--- config.mk ---
export PLATFORM = sky130hd
export DESIGN_NAME = fdc_handshake
export DESIGN_NICKNAME = d
export VERILOG_FILES = /design/src/rtl/fdc_hs_pkg.sv /design/src/rtl/fdc_hs_dp.sv /design/src/rtl/fdc_hs_ctrl.sv /design/src/rtl/fdc_handshake.sv
export SDC_FILE = /design/constraint.sdc
export NUM_CORES = 1
export LEC_CHECK = 0
export CAP_MARGIN = 20
export CORE_MARGIN = 2
export CORE_UTILIZATION = 52
export DETAILED_ROUTE_END_ITERATION = 10
export GPL_ROUTABILITY_DRIVEN = 0
export PLACE_DENSITY_LB_ADDON = 0.25
export SYNTH_ARGS = -nofsm -noshare
export SYNTH_HDL_FRONTEND = slang
export SYNTH_SLANG_ARGS = --single-unit
--- constraint.sdc ---
create_clock -name clk -period 6.79 [get_ports clk]
set_input_delay 1.0185 -clock clk [delete_from_list [all_inputs] [get_ports clk]]
set_output_delay 1.0185 -clock clk [all_outputs]
set_load 0.01 [all_outputs]
--- src/rtl/fdc_hs_pkg.sv ---
package fdc_hs_pkg;
  localparam int NPARAM = 9;
  localparam int NRES   = 7;
  localparam int RES_W  = $clog2(NRES + 1);

  localparam logic [1:0] K_CMD  = 2'd0;
  localparam logic [1:0] K_SPEC = 2'd1;
  localparam logic [1:0] K_INT  = 2'd2;

  localparam logic [7:0] OP_SPEC  = 8'h03;
  localparam logic [7:0] OP_SENSE = 8'h08;

  typedef struct packed {
    logic loadCmd;
    logic loadSense;
    logic incIdx;
    logic clrRes;
    logic storeRes;
  } hsStrobe_t;
endpackage

--- src/rtl/fdc_hs_dp.sv ---
module fdc_hs_dp
  import fdc_hs_pkg::*;
#(
  parameter int STEP_MS   = 6,
  parameter int UNLOAD_MS = 240,
  parameter int LOAD_MS   = 50,
  parameter int NON_DMA   = 1
) (
  input  logic                clk,
  input  logic                rstN,
  input  hsStrobe_t           stb,
  input  logic [1:0]          reqKind,
  input  logic [7:0]          reqOp,
  input  logic [3:0]          reqLen,
  input  logic [8*NPARAM-1:0] reqParams,
  input  logic [7:0]          busRdata,
  output logic [7:0]          busWdata,
  output logic                lastByte,
  output logic [7:0]          res0,
  output logic [RES_W-1:0]    resCount,
  output logic [8*NRES-1:0]   resTable
);
  localparam logic [7:0] SPEC_A = 8'(((16 - STEP_MS) << 4) | (UNLOAD_MS / 16));
  localparam logic [7:0] SPEC_B = 8'(((LOAD_MS / 2) << 1) | NON_DMA);
  localparam logic [3:0] MAX_LEN = 4'(NPARAM);

  logic [7:0]       curOp;
  logic [3:0]       curLen;
  logic             isSpec;
  logic [3:0]       idx;
  logic [3:0]       idxM1;
  logic [7:0]       parTbl [NPARAM];
  logic [7:0]       resTbl [NRES];
  logic [RES_W-1:0] resCnt;

  always_ff @(posedge clk) begin
    if (!rstN) begin
      curOp  <= '0;
      curLen <= '0;
      isSpec <= 1'b0;
      idx    <= '0;
    end else if (stb.loadCmd) begin
      idx    <= '0;
      isSpec <= (reqKind == K_SPEC);
      curOp  <= (reqKind == K_SPEC) ? OP_SPEC : reqOp;
      curLen <= (reqKind == K_SPEC) ? 4'd2 : ((reqLen > MAX_LEN) ? MAX_LEN : reqLen);
    end else if (stb.loadSense) begin
      idx    <= '0;
      isSpec <= 1'b0;
      curOp  <= OP_SENSE;
      curLen <= '0;
    end else if (stb.incIdx) begin
      idx <= idx + 4'd1;
    end
  end

  for (genvar k = 0; k < NPARAM; k++) begin : g_par
    always_ff @(posedge clk) begin
      if (!rstN)             parTbl[k] <= '0;
      else if (stb.loadCmd)  parTbl[k] <= reqParams[8*k +: 8];
    end
  end

  for (genvar i = 0; i < NRES; i++) begin : g_res
    always_ff @(posedge clk) begin
      if (!rstN || stb.clrRes)
        resTbl[i] <= '0;
      else if (stb.storeRes && resCnt == RES_W'(i))
        resTbl[i] <= busRdata;
    end
    assign resTable[8*i +: 8] = resTbl[i];
  end

  always_ff @(posedge clk) begin
    if (!rstN || stb.clrRes)
      resCnt <= '0;
    else if (stb.storeRes && resCnt < RES_W'(NRES))
      resCnt <= resCnt + 1'b1;
  end

  assign idxM1 = idx - 4'd1;

  always_comb begin
    if (idx == 4'd0)        busWdata = curOp;
    else if (isSpec)        busWdata = (idx == 4'd1) ? SPEC_A : SPEC_B;
    else                    busWdata = parTbl[idxM1];
  end

  assign lastByte = (idx == curLen);
  assign res0     = resTbl[0];
  assign resCount = resCnt;


  idx_bound_chk: assert property (@(posedge clk) disable iff (!rstN)
    stb.incIdx |-> idx <= curLen);

  res_sat_chk: assert property (@(posedge clk) disable iff (!rstN)
    (stb.storeRes && resCnt == RES_W'(NRES)) |=> resCnt == RES_W'(NRES));
endmodule

--- src/rtl/fdc_hs_ctrl.sv ---
module fdc_hs_ctrl
  import fdc_hs_pkg::*;
(
  input  logic       clk,
  input  logic       rstN,
  input  logic       reqValid,
  input  logic [1:0] reqKind,
  input  logic       intLine,
  input  logic [7:0] busRdata,
  input  logic [7:0] res0,
  input  logic       lastByte,
  output logic       busRd,
  output logic       busWr,
  output logic       busAddr,
  output logic       done,
  output logic       badInt,
  output logic       earlyEnd,
  output hsStrobe_t  stb
);
  typedef enum logic [3:0] {
    S_IDLE, S_BUSYCHK, S_TXPOLL, S_TXWR, S_RXPOLL, S_RXRD,
    S_INTWAIT, S_INTCHK, S_SEEKCHK
  } state_t;

  state_t st, stNext;
  logic   inInt, inIntNext;
  logic   doneNext, badNext, earlyNext;
  logic   rqm, dio, fdcBusy;

  assign rqm     = busRdata[7];
  assign dio     = busRdata[6];
  assign fdcBusy = busRdata[4];

  always_comb begin
    stNext    = st;
    inIntNext = inInt;
    doneNext  = 1'b0;
    badNext   = 1'b0;
    earlyNext = 1'b0;
    stb       = '0;
    busRd     = 1'b0;
    busWr     = 1'b0;
    busAddr   = 1'b0;
    case (st)
      S_IDLE: if (reqValid) begin
        stb.clrRes = 1'b1;
        if (reqKind == K_INT) begin
          inIntNext = 1'b1;
          stNext    = S_INTWAIT;
        end else begin
          inIntNext   = 1'b0;
          stb.loadCmd = 1'b1;
          stNext      = S_BUSYCHK;
        end
      end
      S_BUSYCHK: begin
        busRd = 1'b1;
        if (!fdcBusy) stNext = S_TXPOLL;
      end
      S_TXPOLL: begin
        busRd = 1'b1;
        if (rqm) begin
          if (dio) begin
            doneNext  = 1'b1;
            earlyNext = 1'b1;
            stNext    = S_IDLE;
          end else begin
            stNext = S_TXWR;
          end
        end
      end
      S_TXWR: begin
        busWr      = 1'b1;
        busAddr    = 1'b1;
        stb.incIdx = 1'b1;
        stNext     = lastByte ? S_RXPOLL : S_TXPOLL;
      end
      S_RXPOLL: begin
        busRd = 1'b1;
        if (rqm) begin
          if (dio)                                         stNext = S_RXRD;
          else if (inInt && (res0 & 8'hC0) == 8'hC0)       stNext = S_SEEKCHK;
          else begin
            doneNext = 1'b1;
            stNext   = S_IDLE;
          end
        end
      end
      S_RXRD: begin
        busRd        = 1'b1;
        busAddr      = 1'b1;
        stb.storeRes = 1'b1;
        stNext       = S_RXPOLL;
      end
      S_INTWAIT: if (intLine) begin
        stb.clrRes = 1'b1;
        stNext     = S_INTCHK;
      end
      S_INTCHK: begin
        busRd = 1'b1;
        if (fdcBusy) begin
          stNext = S_RXPOLL;
        end else begin
          stb.loadSense = 1'b1;
          stNext        = S_BUSYCHK;
        end
      end
      S_SEEKCHK: begin
        busRd = 1'b1;
        if ((busRdata & 8'h0F) != 8'h00) begin
          badNext = 1'b1;
          stNext  = S_INTWAIT;
        end else begin
          doneNext = 1'b1;
          stNext   = S_IDLE;
        end
      end
      default: stNext = S_IDLE;
    endcase
  end

  always_ff @(posedge clk) begin
    if (!rstN) begin
      st       <= S_IDLE;
      inInt    <= 1'b0;
      done     <= 1'b0;
      badInt   <= 1'b0;
      earlyEnd <= 1'b0;
    end else begin
      st       <= stNext;
      inInt    <= inIntNext;
      done     <= doneNext;
      badInt   <= badNext;
      earlyEnd <= earlyNext;
    end
  end


  wr_after_ready_chk: assert property (@(posedge clk) disable iff (!rstN)
    busWr |-> $past(busRd && !busAddr && busRdata[7] && !busRdata[6]));

  rd_after_dio_chk: assert property (@(posedge clk) disable iff (!rstN)
    (busRd && busAddr) |-> $past(busRd && !busAddr && busRdata[7] && busRdata[6]));

  rd_wr_excl_chk: assert property (@(posedge clk) disable iff (!rstN)
    !(busRd && busWr));

  done_pulse_chk: assert property (@(posedge clk) disable iff (!rstN)
    done |=> !done);

  bad_int_excl_chk: assert property (@(posedge clk) disable iff (!rstN)
    badInt |-> (!done && !earlyEnd));

  early_with_done_chk: assert property (@(posedge clk) disable iff (!rstN)
    earlyEnd |-> done);
endmodule

--- src/rtl/fdc_handshake.sv ---
module fdc_handshake
  import fdc_hs_pkg::*;
#(
  parameter int STEP_MS   = 6,
  parameter int UNLOAD_MS = 240,
  parameter int LOAD_MS   = 50,
  parameter int NON_DMA   = 1
) (
  input  logic                clk,
  input  logic                rstN,
  input  logic                reqValid,
  input  logic [1:0]          reqKind,
  input  logic [7:0]          reqOp,
  input  logic [3:0]          reqLen,
  input  logic [8*NPARAM-1:0] reqParams,
  input  logic                intLine,
  output logic                busAddr,
  output logic                busRd,
  output logic                busWr,
  output logic [7:0]          busWdata,
  input  logic [7:0]          busRdata,
  output logic                done,
  output logic                earlyEnd,
  output logic                badInt,
  output logic [RES_W-1:0]    resCount,
  output logic [8*NRES-1:0]   resTable
);
  hsStrobe_t  stb;
  logic       lastByte;
  logic [7:0] res0;

  fdc_hs_ctrl u_ctrl (
    .clk(clk), .rstN(rstN), .reqValid(reqValid), .reqKind(reqKind),
    .intLine(intLine), .busRdata(busRdata), .res0(res0), .lastByte(lastByte),
    .busRd(busRd), .busWr(busWr), .busAddr(busAddr), .done(done),
    .badInt(badInt), .earlyEnd(earlyEnd), .stb(stb)
  );

  fdc_hs_dp #(
    .STEP_MS(STEP_MS), .UNLOAD_MS(UNLOAD_MS), .LOAD_MS(LOAD_MS), .NON_DMA(NON_DMA)
  ) u_dp (
    .clk(clk), .rstN(rstN), .stb(stb), .reqKind(reqKind), .reqOp(reqOp),
    .reqLen(reqLen), .reqParams(reqParams), .busRdata(busRdata),
    .busWdata(busWdata), .lastByte(lastByte), .res0(res0),
    .resCount(resCount), .resTable(resTable)
  );
endmodule

Word level (Yosys, flattened, before mapping):

Memories as Yosys holds them, arrays and structs flattened.
Cells that the tools add are included.

* bits in writable memories: 128
* memories kept: 2
* output and inout bits: 73
* flip-flop bits (word level): 28

Memory list
* u_dp.parTbl: words 9, width 8, read ports 1, clocked after memory_dff 0, write ports 9, RTL line fdc_hs_dp.sv:32 `logic [7:0] parTbl [NPARAM];`
* u_dp.resTbl: words 7, width 8, read ports 7, clocked after memory_dff 0, write ports 7, RTL line fdc_hs_dp.sv:33 `logic [7:0] resTbl [NRES];`

* bitwise logic cells: 17
* eq/ne operators: 24
* add/sub/neg operators: 3
* reduce and logical (&&, ||, !) cells: 23
* muxes and demuxes: 89
* $lt $le $gt $ge: 2

Operators by type and width (number)
* two-way mux 8 bit: 22
* two-way mux 1 bit: 48
* two-way mux 4 bit: 11
* one-hot mux 4 bit (9 select lines): 1
* equality test 4 x 3 -> 1 bit, second input constant: 4
* bitwise OR 1 bit: 16
* two-way mux 3 bit: 4
* inequality test 2 bit, second input constant: 5
* equality test 3 bit, second input constant: 3
* logical AND 1 bit: 9
* equality test 4 x 1 -> 1 bit, second input constant: 2
* equality test 4 x 2 -> 1 bit, second input constant: 2
* zero test 4 bit: 2
* nonzero test 8 bit: 1
* equality test 3 x 2 -> 1 bit, second input constant: 2
* AND reduction 2 bit: 3
* OR reduction 6 bit: 1
* AND reduction 5 bit: 1
* adder 4 x 1 -> 4 bit, second input constant: 1
* equality test 2 bit, second input constant: 2
* equality test 4 bit: 1
* equality test 4 bit, second input constant: 1
* greater-than comparator 4 bit, second input constant: 1
* subtractor 4 x 1 -> 4 bit, second input constant: 1
* other kinds (14): 14

Logic depth before layout (Yosys ltp):

* depth in word-level cells: 8
* depth in mapped cells: 10

Cells and area by module:

Synthesis repeated with hierarchy kept, for this count alone.

* cells, all modules: 590
* area, all modules: 7339.5 µm²

Modules (own cells, without submodules)
* fdc_hs_dp: cells each 508, instances 1, sequential area each 4244.1 µm², area each 6711.4 µm²
* fdc_hs_ctrl: cells each 82, instances 1, sequential area each 160.2 µm², area each 628.1 µm²

Worst setup path after synthesis:

Ideal clock, no wire load.

* kind: input port to flip-flop
* start point: in reqKind[0]
* end point: reg u_dp.curOp[0]
* setup slack: 2685 ps
* stages: 5
* data required time: 6673 ps
* arrival: 3988 ps
* path buffers: 1
* path through: and2b_1 > o21ai_2 > nor2_1 > buf_6 > a22o_1

* word-level cells in the longest chain between the ends: 5

RTL lines
* start: declaration: RTL line fdc_handshake.sv:12 `input logic [1:0] reqKind,`
* equality test 2 bit: RTL line fdc_hs_ctrl.sv:47 `if (reqKind == K_INT) begin`
* two-way mux 1 bit: RTL line fdc_hs_ctrl.sv:47
* two-way mux 1 bit: RTL line fdc_hs_ctrl.sv:45 `S_IDLE: if (reqValid) begin`
* two-way mux 1 bit: RTL line fdc_hs_ctrl.sv:44 `case (st)`
* two-way mux 8 bit / nonzero test 2 bit (equally long branches)
* end signal: assignment: RTL line fdc_hs_dp.sv:45 `curOp <= (reqKind == K_SPEC) ? OP_SPEC : reqOp;`
* end: declaration: RTL line fdc_hs_dp.sv:27 `logic [7:0] curOp;`

Several ways; a longest one is shown, not always the timed one.
A chain may end at the register's enable or synchronous reset.

Final worst setup path:

* start point: reg u_dp.idx[0]
* end point: out busWdata[4]

* word-level cells in the longest chain between the ends: 4

RTL lines
* start: declaration: RTL line fdc_hs_dp.sv:30 `logic [3:0] idx;`
* start signal: assignment: RTL line fdc_hs_dp.sv:53 `idx <= idx + 4'd1;`
* subtractor 4 x 1 -> 4 bit: RTL line fdc_hs_dp.sv:81 `assign idxM1 = idx - 4'd1;`
* named net u_dp.idxM1[0]: RTL line fdc_hs_dp.sv:31 `logic [3:0] idxM1;`
* memory (9 x 8 bit)
* two-way mux 8 bit: RTL line fdc_hs_dp.sv:85 `else if (isSpec) busWdata = (idx == 4'd1) ? SPEC_A : SPEC_B;`
* two-way mux 8 bit: RTL line fdc_hs_dp.sv:84 `if (idx == 4'd0) busWdata = curOp;`
* end: declaration: RTL line fdc_handshake.sv:20 `output logic [7:0] busWdata,`

The timed path passes the listed nets, and every way through them passes these cells.

==> results by stage <==
Status:
- The flow ran to the end, and the final reports show no timing, DRC or antenna violations.

Clock tree:
- TritonCTS built the clock tree.
- The clock latency of the later-clocked register in the worst-skew pair is 0.43 ns.
- The number of H-tree levels is 4.
- The CTS buffer count is 17.
- Once the clock tree was built, the setup fixing pass inserted 0 buffers.
- The clock transition time at the flip-flop clock pins of the worst setup and hold paths is 0.06 ns.
- Counting along the longest clock path gives a buffer depth of 2.
- The sink count of the clock tree is 156.
- After clock tree synthesis, the repair step resized 0 gates.
- The cell sitting at the root of the clock tree is a clkbuf_16.
- In this run, post-CTS hold repair placed 0 buffers.

Worst setup path:
- The worst setup path is of the reg -> out kind.
- The data arrival time of the critical path is 3.71 ns.
- The worst setup path is launched from a flop.
- The highest fanout seen on the critical path is 17.
- The signal on the critical path passes through buf_4, inv_1, ha_1, mux4_2, mux2i_1, a21oi_1, a221o_1, clkdlybuf4s50_1.
- The largest individual stage delay along the critical path comes from the cell ha_1.
- The required time reported for the critical path endpoint is 5.77 ns.
- STA classifies the critical path endpoint as an output port.
- The worst stage delay on the critical path is 0.78 ns.

GRT:
- The pin count of the biggest net entering global routing is 76.
- The number of antenna violations at the first check in global routing came to 0.
- The number of global-route vias before repair came to 4593.
- The first global-routing pass estimated 24720 microns of wire.
- The global-route usage over all layers is 0.2273.
- The total congestion overflow after global routing is 0.

Yosys:
- The total number of yosys warnings is 0.
- The most used flip-flop cell after synthesis is edfxtp_1.
- The cell area after synthesis is 0.007066 sq mm.
- The number of distinct library cells after synthesis is 56.
- The number of flip-flops and latches in the synthesized netlist is 156.
- The proportion of synthesized flip-flops having asynchronous set or reset is 0.
- The share of the Yosys chip area taken by registers is 0.6233.
- The number of nets produced by synthesis is 640.
- Yosys mapped a number of flops with a built-in enable equal to 128.
- The average size of a mapped cell is 13.26 sq um.
- The synthesized instance count is 533.

Run:
- The count of max-cap constraint violations is 0.

Layout:
- The area growth from synthesis to layout is 35.33%.
- Summing all non-filler instances in the final layout gives an area of 0.009562 sq mm.
- The share of cells above drive strength 1 is 0.09650.
- The net total in the final layout is 809.
- The number of antenna diodes in the final layout is 0.

Drt:
- In the routed layout, each cell is associated on average with a via count of 5.386.
- The number of remaining DRC errors is 0.
- The length of the first detailed-routing pass in iterations is 5.
- The average routed wire per standard cell is 17.77 microns.
- For this block, the initial DRC count from the detailed router was 456.
- The final routed wirelength across all metal layers is 15840 microns.
- The via total after detailed routing is 4799.
- The number of nets still failing antenna checks after routing is 0.

Floorplan:
- The placeable core region is 0.01324 sq mm.
- 171 I/O pins were placed.
- The initial utilization of the core area, before any placement, comes to 0.5335.
- The die is 120.6 microns wide.
- The area of the die is 0.01454 sq mm.
- The die span in y is 120.6 microns.
- After floorplanning, the core was divided into 42 placement rows.

STA:
- The number of endpoints failing setup at the final stage is 0.
- Dividing the final minimum period by the clock period gives 0.6962.
- The accumulated negative setup slack is 0 ns.
- The final hold violation count is 0.
- For this run, the top clock speed supported by timing is 211.6 MHz.
- The tightest slew margin relative to the limit is 0.4927.
- The clock arrives with 0.003927 ns of skew.
- Setup repair after global routing left no endpoint under its margin.
- The actual slew at the worst max-slew pin is 0.7582 ns.
- The final max-slew violation count is 0.
- The worst path in the final design needs a cycle of 4.727 ns, including I/O delays and setup.

Power:
- The share of power burned in registers is 0.437.
- The switching power is 0.0008436 W.
- For this design the static power due to leakage is 3.597 nW.
- The power share of the combinational group is 0.230.
- The internal power of the cells is 0.002357 W.
- The peak supply drop is 0.1968 mV.
- The fraction of power consumed by the clock network is 0.333.
- The share of total power consumed by net switching is 0.2636.
- The power per cell area is 334.8 mW/mm^2.

Placed design:
- The area after detailed placement is 0.008864 sq mm.
- The wire-length estimate of the detail-placed layout is 11160 microns.
- Port buffering added 170 buffers.

Min path:
- The worst hold path class is reg -> reg.
## path summary, 6_finish.rpt
check | startpoint | endpoint | slack, ns | cells after the start
setup / recovery | u_dp.idx[0]$_SDFFE_PP0P_ | busWdata[4] | 2.06 | 8
hold / removal | u_ctrl.inInt$_SDFFE_PN0P_ | u_ctrl.inInt$_SDFFE_PN0P_ | 0.46 | 2
setup reg to reg | u_ctrl.st[1]$_SDFFE_PN0P_ | u_dp.idx[0]$_SDFFE_PP0P_ | 4.12 | 6
hold reg to reg | u_ctrl.inInt$_SDFFE_PN0P_ | u_ctrl.inInt$_SDFFE_PN0P_ | 0.46 | 2
## registers in the layout, summed over array words and instances, names as in the netlist
| signal | count |
|---|---|
| u_ctrl.badInt | 1 |
| u_ctrl.done | 1 |
| u_ctrl.earlyEnd | 1 |
| u_ctrl.inInt | 1 |
| u_ctrl.st | 4 |
| u_dp.curLen | 4 |
| u_dp.curOp | 8 |
| u_dp.idx | 4 |
| u_dp.isSpec | 1 |
| u_dp.parTbl | 72 |
| u_dp.resCount | 3 |
| u_dp.resTbl | 56 |
## Yosys cell counts, types with 4 or more instances
master,n,share of area
nor2_1,28,0.015
and2_1,131,0.12
nand3_1,4,0.0028
a32o_1,4,0.0057
inv_1,9,0.0048
a21oi_1,14,0.0099
edfxtp_1,128,0.54
a22o_1,10,0.012
nor3_1,5,0.0035
o21ai_0,5,0.0035
buf_2,7,0.0050
nand2_1,36,0.019
nand2b_1,5,0.0044
dfxtp_1,28,0.079
clkbuf_1,5,0.0027
o21ai_1,5,0.0035
mux4_2,16,0.051
buf_4,10,0.011
xnor2_1,6,0.0074
ha_1,9,0.016
mux2i_1,9,0.013
## cell usage in the layout (no fill, tap or decap), drive strengths merged, types with 2 or more instances in the layout
master / synthesis / layout
mux4: 16 / 16
ha: 9 / 9
a32o: 4 / 4
a21oi: 14 / 14
a22o: 10 / 10
and2b: 2 / 2
a211o: 3 / 3
a211oi: 2 / 2
dfxtp: 28 / 28
xor2: 4 / 4
o21ai: 11 / 11
a21o: 2 / 2
edfxtp: 128 / 128
clkdlybuf4s50: 0 / 170
nor3: 7 / 7
o22ai: 3 / 3
clkbuf: 5 / 17
o2bb2ai: 2 / 2
clkinvlp: 0 / 4
nand2b: 5 / 5
clkinv: 0 / 4
buf: 19 / 4
bufinv: 0 / 6
mux2i: 9 / 9
nor2: 32 / 32
nand4: 3 / 3
nand3: 5 / 5
a22oi: 3 / 3
o32ai: 2 / 2
nor2b: 2 / 2
and2: 131 / 131
xnor2: 6 / 6
or2: 4 / 4
nand2: 37 / 37
and3: 6 / 6
inv: 10 / 11
## routing by layer
metal  GRT usage  share of wire  up-vias
met5           0              0        -
met4     0.08939          0.020        0
met2      0.3450           0.48      200
li1            -              -     2255
met1      0.3249           0.44     2321
met3     0.04575          0.059       23
## layout make-up
class	instances	area, sq um
tap	176	220.2
multi-input combinational	343	2485
sequential	156	4404
clock inverter	15	245.2
clock buffer	17	425.4
fill	873	3681
timing repair buffer	174	1744
inverter	10	37.54
## power by group through the flow
| stage | sequential, W | combinational (W) | clock, W |
|---|---|---|---|
| after floorplan | 0.00141 | 0.000386 | 0 |
| after global placement | 0.00141 | 0.000709 | 0 |
| after detailed placement | 0.00141 | 0.000731 | 0 |
| after CTS | 0.00140 | 0.000735 | 0.00107 |
| after global routing | 0.00142 | 0.000792 | 0.00111 |
| final | 0.00140 | 0.000736 | 0.00107 |
## metrics by stage
stage               setup slack, ns  total power [W]  std cells  utilization  hold slack (ns)
floorplan                     2.685         0.001794        533            -           0.4258
global placement              2.643         0.002120        857       0.6693           0.4394
detailed placement            2.459         0.002144        857       0.6693           0.4509
CTS                           1.984         0.003206        889       0.7200           0.4619
global route                  1.810         0.003317        891       0.7220           0.4711
finish                        2.063         0.003201        891       0.7220           0.4573
## worst max-delay path, delay by kind of cell, from the launching register on
kind	cells	cell delay [ns]
buf+inv	3	0.97
fa+ha+maj	1	0.78
mux	2	0.65
flops	1	0.49
compound gates	2	0.38
## cell families after synthesis
group,after synthesis,share of synthesized area
simple gates,237,0.1921
flops,156,0.6233
compound gates,62,0.06304
buf+inv,34,0.02674
mux,25,0.06375
xor+xnor,10,0.01505
fa+ha+maj,9,0.01594
(Power assumes the default switching activity.)
